File: src/rtl/inc_hunt_pkg.sv
package inc_hunt_pkg;

    localparam int PAIR_W = 2;

    typedef logic [PAIR_W-1:0] pair_t;

    typedef enum logic [1:0] {
        HUNT_SNAP = 2'd0,
        HUNT_CMP  = 2'd1,
        HUNT_IDLE = 2'd2
    } hunt_state_e;

    typedef struct packed {
        pair_t prev;
        logic  live;
    } cand_t;

    function automatic pair_t pair_succ(input pair_t v);
        return v + pair_t'(1);
    endfunction

endpackage

File: src/rtl/inc_window_shift.sv
module inc_window_shift #(
    parameter int WIN_W = 12
) (
    input  logic             clk,
    input  logic             rst,
    input  logic             clr,
    input  logic             bit_vld,
    input  logic             bit_in,
    output logic             win_vld,
    output logic [WIN_W-1:0] win_data
);
    localparam int CNT_W = $clog2(WIN_W);

    logic [WIN_W-2:0] sh_q;
    logic [CNT_W-1:0] cnt_q;
    logic             last_bit;

    assign last_bit = (cnt_q == CNT_W'(WIN_W - 1));
    assign win_vld  = bit_vld && !clr && last_bit;
    assign win_data = {sh_q, bit_in};

    always_ff @(posedge clk) begin
        if (rst || clr) begin
            cnt_q <= '0;
            sh_q  <= '0;
        end else if (bit_vld) begin
            sh_q  <= {sh_q[WIN_W-3:0], bit_in};
            cnt_q <= last_bit ? '0 : cnt_q + CNT_W'(1);
        end
    end
endmodule

File: src/rtl/inc_pair_cell.sv
module inc_pair_cell
    import inc_hunt_pkg::*;
(
    input  logic  clk,
    input  logic  rst,
    input  logic  snap,
    input  logic  cmp,
    input  pair_t obs,
    output logic  match_o,
    output logic  live_o
);
    cand_t cand_q;

    assign match_o = cand_q.live && (obs == pair_succ(cand_q.prev));
    assign live_o  = cand_q.live;

    always_ff @(posedge clk) begin
        if (rst) begin
            cand_q <= '0;
        end else if (snap) begin
            cand_q <= '{prev: obs, live: 1'b1};
        end else if (cmp) begin
            cand_q <= '{prev: obs, live: match_o};
        end
    end
endmodule

File: src/rtl/inc_survivor_pick.sv
module inc_survivor_pick #(
    parameter int PAIRS = 6
) (
    input  logic [PAIRS-1:0]         hits,
    output logic                     one_o,
    output logic                     none_o,
    output logic [$clog2(PAIRS)-1:0] idx_o
);
    localparam int OFF_W = $clog2(PAIRS);

    assign one_o  = $onehot(hits);
    assign none_o = (hits == '0);

    always_comb begin
        idx_o = '0;
        for (int i = 0; i < PAIRS; i++) begin
            if (hits[i]) idx_o = OFF_W'(i);
        end
    end
endmodule

File: src/rtl/inc_align_hunter.sv
module inc_align_hunter
    import inc_hunt_pkg::*;
#(
    parameter int PAIRS = 6
) (
    input  logic                     clk,
    input  logic                     rst,
    input  logic                     hunt_start_i,
    input  logic                     bit_vld_i,
    input  logic                     bit_i,
    output logic                     found_o,
    output logic [$clog2(PAIRS)-1:0] offset_o
);
    localparam int WIN_W = PAIRS * PAIR_W;
    localparam int OFF_W = $clog2(PAIRS);

    hunt_state_e      state_q;
    logic             win_vld;
    logic [WIN_W-1:0] win_data;
    logic             snap_w;
    logic             cmp_w;
    logic [PAIRS-1:0] hits;
    logic [PAIRS-1:0] live;
    logic             one_left;
    logic             none_left;
    logic [OFF_W-1:0] pick_idx;

    inc_window_shift #(.WIN_W(WIN_W)) u_shift (
        .clk      (clk),
        .rst      (rst),
        .clr      (hunt_start_i),
        .bit_vld  (bit_vld_i),
        .bit_in   (bit_i),
        .win_vld  (win_vld),
        .win_data (win_data)
    );

    assign snap_w = win_vld && (state_q == HUNT_SNAP);
    assign cmp_w  = win_vld && (state_q == HUNT_CMP);

    for (genvar k = 0; k < PAIRS; k++) begin : g_cell
        inc_pair_cell u_cell (
            .clk     (clk),
            .rst     (rst),
            .snap    (snap_w),
            .cmp     (cmp_w),
            .obs     (win_data[k*PAIR_W +: PAIR_W]),
            .match_o (hits[k]),
            .live_o  (live[k])
        );
    end

    inc_survivor_pick #(.PAIRS(PAIRS)) u_pick (
        .hits   (hits),
        .one_o  (one_left),
        .none_o (none_left),
        .idx_o  (pick_idx)
    );

    always_ff @(posedge clk) begin
        if (rst) begin
            state_q  <= HUNT_SNAP;
            found_o  <= 1'b0;
            offset_o <= '0;
        end else begin
            found_o <= 1'b0;
            if (hunt_start_i) begin
                state_q <= HUNT_SNAP;
            end else if (snap_w) begin
                state_q <= HUNT_CMP;
            end else if (cmp_w) begin
                if (one_left) begin
                    found_o  <= 1'b1;
                    offset_o <= pick_idx;
                    state_q  <= HUNT_IDLE;
                end else if (none_left) begin
                    state_q <= HUNT_SNAP;
                end
            end
        end
    end
endmodule

File: config.mk
export PLATFORM = sky130hd
export DESIGN_NAME = inc_align_hunter
export DESIGN_NICKNAME = d
export VERILOG_FILES = /design/src/rtl/inc_hunt_pkg.sv /design/src/rtl/inc_window_shift.sv /design/src/rtl/inc_pair_cell.sv /design/src/rtl/inc_survivor_pick.sv /design/src/rtl/inc_align_hunter.sv
export SDC_FILE = /design/constraint.sdc
export NUM_CORES = 1
export LEC_CHECK = 0
export BUFFER_PORTS_ARGS = -buffer_cell sky130_fd_sc_hd__buf_2
export CAP_MARGIN = 20
export CORE_MARGIN = 5
export CORE_UTILIZATION = 60
export CTS_BUF_LIST = sky130_fd_sc_hd__clkbuf_2
export DETAILED_ROUTE_END_ITERATION = 6
export PLACE_DENSITY = 0.88
export SLEW_MARGIN = 25
export SYNTH_ARGS = -nofsm -noshare
export SYNTH_HDL_FRONTEND = slang
export SYNTH_SLANG_ARGS = --single-unit
File: constraint.sdc
create_clock -name clk -period 7.1 [get_ports clk]
set_clock_uncertainty 0.15 [all_clocks]
set_input_delay 1.065 -clock clk [delete_from_list [all_inputs] [get_ports clk]]
set_output_delay 1.065 -clock clk [all_outputs]
set_load 0.02 [all_outputs]
==> metrics.txt <==
sequential area share after synthesis=between 40% and 50%; cts hold-fix bufs=0; die area=between 4000 and 5000 um2; Worst-path clk slew=roughly 0.18 ns; static leakage power=between 0.8 and 0.9 nW; final hold violations=0; Root Buffer=clkbuf_2; critical path class=input pin to flop; # DRC=0; fraction of layout cells with a size suffix above 1=under 10%; setup repair bufs after CTS=0; gr usage total=roughly 18%; total clock sinks=39; count of final setup violators=0; #FFs+latches synth=39; share of the synthesized area in the top cell type=about two fifths; pwr/cell area=183 nW/um2; fmax=around 300 MHz; Ys Warns=0; Ports=9; DP Area=between 1500 and 2000 um2; relative slew slack=just over 60%; Non-Filler Instances=between 200 and 250; FP Rows=20; Int Pwr=approximately 0.28 mW; Sum Neg Setup Slack=0 ns; sw frac=~22%; Critical Path RT=7.27 ns; most frequent cells in the layout=dfxtp_1, nand2_1, nor2_1, a21oi_1, mux2i_1; hold crit path type=flop to flop; Clock Tree Buf Depth=2; GP Congestion=slightly above 0.8; Worst Tran Pin Value=around 0.57 ns; Tmin final=roughly 3.4 ns; count of different cell masters after synthesis=33; synthesized area=roughly 1900 um2; CTS buffer count=5; Layout area overhead=5.92%; Reg2Reg Setup Slack=just under 4 ns; total power=0.361 mW; Worst EP arrival=3.55 ns; max cap viols=0; post-detail-place hpwl=between 2 and 2.5 mm; Setup crit start kind=input pin; element type at the critical path end=flop; antenna violations before repair=0; Core Box Area=between 3000 and 4000 um2; Routed Antenna Nets=0; most common cell after layout, fill and taps aside=dfxtp_1; Layout fillers=around 260; placed cells=240; largest net degree at the start of global routing=23; first-pass GRT wire length=5.96 mm; pins over their slew limit=0; Synth area leaders=dfxtp_1, mux2i_1, ha_1; Reg2Reg Depth=12; critical path fanouts, max=5; critical path's largest stage delay=~0.48 ns; FF-to-FF Start=u_shift.sh_q[4]; worst-skew pair later-pin latency=roughly 0.41 ns; Sw Pwr=approximately 0.080 mW; Worst Min Path Start=offset_o[1]; Slowest cell on crit path=fa_1; most used cell, CP=ha_1; Die X=between 60 and 70 um; final instance area=~2000 um2; status=complete, no violations; total global routing overflow=0; unrepaired setup endpoints after global routing=no; Initial Util=62.0%; Via density=5.57; Max H-tree Level=2; gate count of the mapped netlist=between 200 and 250; Hold Path End=offset_o[1]; VDD IR max=about 0.00016 V; Clk network pwr share=a little over a third; Post-Syn Area per Cell=between 8 and 9 um2; sequential share of power=between 60% and 70%; Die Ht=around 66 um; routed len/inst=about 14 um; number of global-route vias before repair=between 1000 and 1500; Synthesized Nets=224; FF-to-FF End=offset_o[0]; starting DRC count in detailed routing=66; Cell Chain, Critical Path=buf_2 > nand3b_1 > o21ai_0 > and2_1 > ha_1 > fa_1 > ha_1 > xor2_1 > nor3_1 > and3_2 > nor2_1 > a311oi_1; port bufs=8; CTS resizes=0; share of the clock period used by the worst path=between 40% and 50%; CTS tree=done; area leader, netlist=dfxtp_1; routed wire length=between 3 and 4 mm; hold path cells=2; Nets=around 230; Comb power frac=3.1%; vias post-DR=around 1400; first-pass detailed-route iteration total=4; # diodes=0
==> synth_stat cells <==
| cell type | n |
|---|---|
| nand3b_1 | 5 |
| o21ai_0 | 8 |
| xor2_1 | 5 |
| nand2b_1 | 7 |
| and4b_1 | 1 |
| and3_2 | 1 |
| or2_2 | 1 |
| buf_2 | 1 |
| nand3_1 | 1 |
| fa_1 | 2 |
| a21boi_0 | 1 |
| nand4b_1 | 1 |
| nand2_1 | 30 |
| a31oi_1 | 1 |
| mux2_4 | 1 |
| mux2i_1 | 18 |
| and2b_1 | 1 |
| nor3b_1 | 1 |
| inv_1 | 10 |
| nor2_1 | 23 |
| nand2_4 | 1 |
| or2b_1 | 1 |
| nor3_1 | 2 |
| a21oi_1 | 20 |
| a311oi_1 | 3 |
| and2_1 | 1 |
| clkbuf_1 | 5 |
| buf_4 | 3 |
| dfxtp_1 | 39 |
| a211oi_1 | 2 |
| nor4b_4 | 1 |
| xnor2_1 | 2 |
| ha_1 | 9 |
==> worst max-delay path, delay by kind of cell <==
family | cells | cell delay (ns)
xor+xnor | 1 | 0.15
buf+inv | 1 | 0.11
fa+ha+maj | 3 | 0.92
compound gates | 2 | 0.33
simple gates | 5 | 0.98
==> kinds of logic after synthesis <==
family | Yosys count | share of synthesized area (%)
and+or+nand+nor | 78 | 21.0
adders and majority gates | 11 | 8.20
muxes | 19 | 10.5
AOI/OAI and AO/OA | 35 | 10.5
xor gates and xnor gates | 7 | 3.30
DFF | 39 | 42.0
buffers and inverters | 19 | 4.51
==> how the worst max path moves through the flow <==
stage	endpoint	from	slack (ns)
5_1_grt	offset_o[0]	bit_i	3.56
3_5_place_dp	offset_o[0]	bit_i	3.29
4_1_cts	offset_o[0]	bit_i	3.74
3_3_place_gp	offset_o[0]	bit_i	3.46
6_report	offset_o[0]	bit_i	3.72
2_1_floorplan	offset_o[0]	bit_i	3.66
==> final cells by class <==
cell class / instances / area (um2) / area share (%)
multi-input combinational: 150 / 996 / 50.5
sequential: 39 / 781 / 39.6
timing repair buffer: 9 / 51.3 / 2.60
tap: 33 / 41.3 / 2.10
clock inverter: 3 / 38.8 / 1.97
inverter: 10 / 37.5 / 1.90
clock buffer: 5 / 25.0 / 1.27
==> power by group through the flow <==
stage	logic [mW]	registers [mW]	clock network, mW
floorplan	0.00845	0.225	0
global placement	0.0109	0.225	0
detailed placement	0.0112	0.225	0
CTS	0.0113	0.221	0.132
global route	0.0124	0.221	0.143
finish	0.0112	0.221	0.129
==> layer usage <==
layer,wire length (um),vias up,global-route usage (%)
met5,0,-,0
li1,-,708,-
met2,1640,16,30.5
met4,63,0,8.55
met1,1550,656,21.2
met3,122,7,4.62
==> through the flow <==
step                hold WS, ns  util, %  worst slack [ns]
detailed placement        0.306     63.1              3.29
global placement          0.301     63.1              3.46
global route              0.356     65.6              3.56
finish                    0.326     65.6              3.72
CTS                       0.329     65.3              3.74
floorplan                 0.294        -              3.66
==> sequential cells by signal (all words and copies together) (netlist names) <==
name and cells:
u_shift.cnt_q 4, offset_o 3, state_q 2, u_shift.sh_q 11, found_o 1, g_cell.u_cell.live_o 6
g_cell.u_cell.cand_q 12
(Power assumes the default switching activity.)
